## src/rtl/alarm_match_pkg.sv

```systemverilog
package alarm_match_pkg;
  parameter int NUM_ALARMS = 2;
  parameter int NUM_FIELDS = 7;
  parameter int FIELD_W    = 8;
  parameter int HOUR_IDX   = 2;
  localparam int TIME_W    = NUM_FIELDS * FIELD_W;

  // strobes from control to datapath
  typedef struct packed {
    logic                  capture;
    logic [NUM_ALARMS-1:0] setFlag;
    logic [NUM_ALARMS-1:0] clrFlag;
  } strobe_t;

  // bits of a byte that take part in comparison
  function automatic logic [FIELD_W-1:0] fieldMask(input int idx);
    logic [FIELD_W-1:0] m;
    m = '1;
    if (idx == HOUR_IDX) m[FIELD_W-1] = 1'b0;
    return m;
  endfunction
endpackage

```

## src/rtl/alarm_match_dp.sv

```systemverilog
module alarm_match_dp
  import alarm_match_pkg::*;
(
  input  logic                                 clk,
  input  logic                                 rstN,
  input  logic [TIME_W-1:0]                    timeNow,
  input  logic [NUM_ALARMS-1:0][TIME_W-1:0]    alarmVal,
  input  logic [NUM_ALARMS-1:0][NUM_FIELDS-1:0] alarmEn,
  input  strobe_t                              strobes,
  output logic [NUM_ALARMS-1:0]                enterMatch,
  output logic [NUM_ALARMS-1:0]                flags
);
  logic [NUM_ALARMS-1:0] matchNow;
  logic [NUM_ALARMS-1:0] prevMatch;

  for (genvar a = 0; a < NUM_ALARMS; a++) begin : gAlarm
    logic [NUM_FIELDS-1:0] fieldOk;
    for (genvar f = 0; f < NUM_FIELDS; f++) begin : gField
      localparam logic [FIELD_W-1:0] MASK = fieldMask(f);
      assign fieldOk[f] = !alarmEn[a][f] ||
        ((timeNow[f*FIELD_W +: FIELD_W] & MASK) ==
         (alarmVal[a][f*FIELD_W +: FIELD_W] & MASK));
    end
    assign matchNow[a]   = (|alarmEn[a]) && (&fieldOk);
    assign enterMatch[a] = matchNow[a] && !prevMatch[a];
  end

  always_ff @(posedge clk) begin
    if (!rstN) begin
      prevMatch <= '0;
      flags     <= '0;
    end else begin
      if (strobes.capture) prevMatch <= matchNow;
      flags <= (flags & ~strobes.clrFlag) | strobes.setFlag;
    end
  end
endmodule

```

## src/rtl/alarm_match_ctl.sv

```systemverilog
module alarm_match_ctl
  import alarm_match_pkg::*;
(
  input  logic                  tick,
  input  logic                  clrWe,
  input  logic [NUM_ALARMS-1:0] clrMask,
  input  logic [NUM_ALARMS-1:0] enterMatch,
  output strobe_t               strobes
);
  always_comb begin
    strobes.capture = tick;
    strobes.setFlag = tick ? enterMatch : '0;
    // a new event outranks a clear of the same flag
    strobes.clrFlag = (clrWe ? clrMask : '0) & ~strobes.setFlag;
  end
endmodule

```

## src/rtl/alarm_match_top.sv

```systemverilog
module alarm_match_top
  import alarm_match_pkg::*;
(
  input  logic                  clk,
  input  logic                  rstN,
  input  logic                  tick,
  input  logic [TIME_W-1:0]     timeNow,
  input  logic [TIME_W-1:0]     alarm0Val,
  input  logic [NUM_FIELDS-1:0] alarm0En,
  input  logic [TIME_W-1:0]     alarm1Val,
  input  logic [NUM_FIELDS-1:0] alarm1En,
  input  logic                  clrWe,
  input  logic [NUM_ALARMS-1:0] clrMask,
  output logic [NUM_ALARMS-1:0] alarmFlag
);
  strobe_t               strobes;
  logic [NUM_ALARMS-1:0] enterMatch;

  alarm_match_ctl uCtl (
    .tick(tick), .clrWe(clrWe), .clrMask(clrMask),
    .enterMatch(enterMatch), .strobes(strobes)
  );

  alarm_match_dp uDp (
    .clk(clk), .rstN(rstN), .timeNow(timeNow),
    .alarmVal({alarm1Val, alarm0Val}),
    .alarmEn({alarm1En, alarm0En}),
    .strobes(strobes), .enterMatch(enterMatch), .flags(alarmFlag)
  );
endmodule

```

## config.mk

```make
export PLATFORM = sky130hd
export DESIGN_NAME = alarm_match_top
export DESIGN_NICKNAME = d
export VERILOG_FILES = /design/src/rtl/alarm_match_pkg.sv /design/src/rtl/alarm_match_dp.sv /design/src/rtl/alarm_match_ctl.sv /design/src/rtl/alarm_match_top.sv
export SDC_FILE = /design/constraint.sdc
export NUM_CORES = 1
export LEC_CHECK = 0
export BUFFER_PORTS_ARGS = -buffer_cell sky130_fd_sc_hd__buf_2
export CAP_MARGIN = 10
export CORE_ASPECT_RATIO = 2
export CORE_MARGIN = 5
export CORE_UTILIZATION = 29
export DETAILED_ROUTE_END_ITERATION = 8
export PLACE_DENSITY = 0.82
export SKIP_CTS_REPAIR_TIMING = 1
export SLEW_MARGIN = 5
export SYNTH_ARGS = -nofsm -noshare
export SYNTH_HDL_FRONTEND = slang
export SYNTH_HIERARCHICAL = 1
export SYNTH_SLANG_ARGS = --single-unit
```

## constraint.sdc

```tcl
create_clock -name clk -period 1.3 [get_ports clk]
set_input_delay 0.065 -clock clk [delete_from_list [all_inputs] [get_ports clk]]
set_output_delay 0.065 -clock clk [all_outputs]
set_load 0.02 [all_outputs]
```

* After elaboration in Yosys (flattened, before gate mapping)
Cells that the tools add are included.
Word-level totals: flip-flop bits (word level) 4, bits of input ports 188, output and inout bits 2, logic and storage cells 61
Cells by class: equal/unequal tests 14, multiplexer cells 2, bitwise gates (word level) 5, reduce and logical (&&, ||, !) cells 38
Operator list (number):
- == test 8 bit | 12
- logical NOT 1 bit | 16
- == test 7 bit | 2
- logical OR 1 bit | 14
- AND reduction 7 bit | 2
- OR reduction 7 bit | 2
- bitwise AND 2 bit | 2
- logical AND 1 bit | 4
- 2-to-1 mux 2 bit | 2
- NOT 2 bit | 2
- bitwise OR 2 bit | 1

* Logic depth before layout (Yosys ltp)
depth after elaboration 11, depth in mapped cells 9, gate-level depth less buffers 9

* Modules after synthesis
Netlist, hierarchy kept.
By module, submodules not included:
- alarm_match_dp | instances 1, cells each 177, area an instance 1435.1 sq um, seq. area each 80.1 sq um
- alarm_match_ctl | instances 1, cells each 7, area an instance 42.5 sq um, seq. area each 0.0 sq um

* Worst setup path after synthesis
No wires, ideal clock.
path type input port to flip-flop, start point input timeNow[22], end point register uDp.flags[1], library setup time 0.058 ns, arrival 1.254 ns, required time 1.242 ns, slack -0.012 ns, stages on the path 8, buffers on the path 0, cells stage by stage xor2_1 -> o41ai_2 -> nand4_1 -> nor3_1 -> and2_4 -> nor2_2 -> nor2b_1 -> o21a_1
RTL lines:
- start: declaration | line alarm_match_top.sv:7 | input logic [TIME_W-1:0] timeNow,
- end signal: assignment | line alarm_match_dp.sv:34 | flags <= (flags & ~strobes.clrFlag) | strobes.setFlag;
- end: declaration | line alarm_match_dp.sv:11 | output logic [NUM_ALARMS-1:0] flags

==> impl_metrics.toml <==
[placement]
hpwl_um = 6212
port_buffers = 186
finalWeightedCongestion = 0.7893
dpl_worst_slack_ns = -0.3447

[run_status]
status = "complete, but fails checks"
violations = "setup timing"

[sta]
setup_viol = 3
period_minus_slack_ns = 1.372
hold_violations = 0
slew_headroom_pct = 79.29
post-route-period-util_pct = 105.6
whs_ns = 0.1266
worst_slew_pin_slew_ns = 0.3078
max_freq_ghz = 0.7287
finalWorstSetupSlack_ns = -0.07231
maxSlewViolCount = 0
fin_worst_skew_ns = 0.00005380
rsz0062_at_grt = "yes"

[synth]
synth-edff-count = 0
synth_nets = 372
yosysWarnings = 6
ys.flop_type = "dfxtp_1"
async_reset_ff_share_pct = 0
syn-cell-area_mm2 = 0.001478
synth.most_common_cell = "xnor2_1"
ys_seq_area_share_pct = 5.419
synth_top_cell_by_area = "xnor2_1"
synth.distinct_cells = 18
yosysTopAreaCellShare_pct = 61.64
synth.top_cells.by_count = "104 x xnor2_1, 29 x nand4_1, 12 x o21ai_0"
avgSynthCellArea_um2 = 8.031
syn_inst = 184
synth_area_leaders = "xnor2_1 62%, nand4_1 12%, dfxtp_1 5.4%"
yosys_register_bits = 4

[clock_tree]
cts_tree = "yes"
cts.sinks = 4
cts_buffers = 3
clk_pin_slew_worst_paths_ns = 0.03
clockRootBuffer = "clkbuf_8"
htreeDepth = 1
clock_path_buffers = 2
clock_latency_ns = 0.22

[layout]
drive_above_1_share_pct = 57.76
area_growth_pct = 86.96
num_antenna_cells = 0
nNetsFinal = 583

[floorplanning]
die_area_mm2 = 0.006710
rows = 36
start_util_pct = 30.10
die_width_um = 60.48
io_pins = 190
die_h_um = 111.0
core_region_area_mm2 = 0.004910

[routing]
antenna_left = 0
drc = 0
wl_per_cell_um = 14.64
dr.pass1.iters = 4
drtIter0Drc = 35
drt_wl_total_um = 6586
num_vias = 2167
viasPerCell = 4.816

[worst_setup_path]
end_kind = "flip-flop"
crit_path_start_kind = "input port"
crit_fanout = 2
crit_type = "input port to flip-flop"
cp.required_ns = 1.46
cp.arrival_ns = 1.53

[power_and_ir_drop]
leakagePower_nw = 1.271
pwr_density_cell_mw_per_mm2 = 444.2
ir_drop_v = 0.0004538

[global_routing]
grt_antenna_before_repair = 0
track_usage_pct = 18.69
first_global_vias = 2438
grt-ovfl-total = 0
grt_pass1_wl_um = 9791
grt_max_degree = 6

[flow_run]
cap_violations = 0

[min_path]
hold_class = "input port to flip-flop"
-- metal layers --
metal  share of wire [%]  vias up  GRT usage, %
met5                   0        -             0
met4                 3.5        0         7.091
met3                 9.5       23         3.263
met2                  59      123         38.87
met1                  28      955         15.46
li1                    -     1066             -
-- stage by stage --
| step | power [mW] | TNS [ns] | cells | instance area [um^2] | utilization [%] |
|---|---|---|---|---|---|
| final | 1.227 | -0.1169 | 450 | 2763 | 56.27 |
| after global routing | 1.320 | -0.4104 | 450 | 2763 | 56.27 |
| after CTS | 1.210 | -0.2079 | 451 | 2679 | 54.56 |
| after detailed placement | 0.9355 | -0.9047 | 448 | 2638 | 53.72 |
| after global placement | 0.9102 | -0.6641 | 448 | 2638 | 53.72 |
| after floorplan | 0.4715 | 0 | 184 | 1478 | - |
-- sequential cells by signal (all words and copies together) (netlist names) --
register / flops
uDp/flags: 2
uDp/prevMatch: 2
-- power by group --
part | internal [mW] | switching, mW
clock network | 0.197 | 0.0658
registers | 0.124 | 0.000196
logic | 0.499 | 0.341
-- final timing paths --
path / start / to / slack [ns] / cells after the start
setup / recovery: timeNow[18] / uDp/flags[0] / -0.07 / 10
hold / removal: rstN / uDp/flags[1] / 0.13 / 2
setup reg to reg: uDp/prevMatch[1] / uDp/flags[1] / 0.20 / 6
hold reg to reg: uDp/prevMatch[0] / uDp/prevMatch[0] / 0.51 / 2
-- cells in the final DEF, fill, tap and decap left out, drive strengths merged --
cell	n
buf	207
nor2b	2
nand4	29
xnor2	104
nor3	4
clkbuf	3
o21a	2
o21ai	12
nor4	2
o41ai	3
nand2	7
nand3b	3
and2	2
nor2	2
o31ai	1
xor2	6
dfxtp	4
-- worst max-delay path, stage by stage --
cell	delay [ns]
buf_2	0.12
xnor2_1	0.15
nand4_1	0.15
o41ai_2	0.23
nand4_1	0.19
nor3_2	0.19
and2_4	0.17
nor2_2	0.04
nor2b_1	0.10
o21a_1	0.13
-- cells by family (layout without fill, tap and decap cells) --
family	Yosys count	count (layout)	share of synthesized area (%)
buffers and inverters	1	210	0.5082
DFF	4	4	5.419
xor gates and xnor gates	110	110	65.20
and+or+nand+nor	51	51	20.49
AOI/OAI and AO/OA	18	18	8.383
-- area by class of cell --
type	count	area [um^2]
fill	475	2147
multi-input combinational	179	1465
timing repair buffer	207	1105
sequential	4	80.08
tap	57	71.32
clock buffer	3	41.29
(Power assumes the default switching activity.)
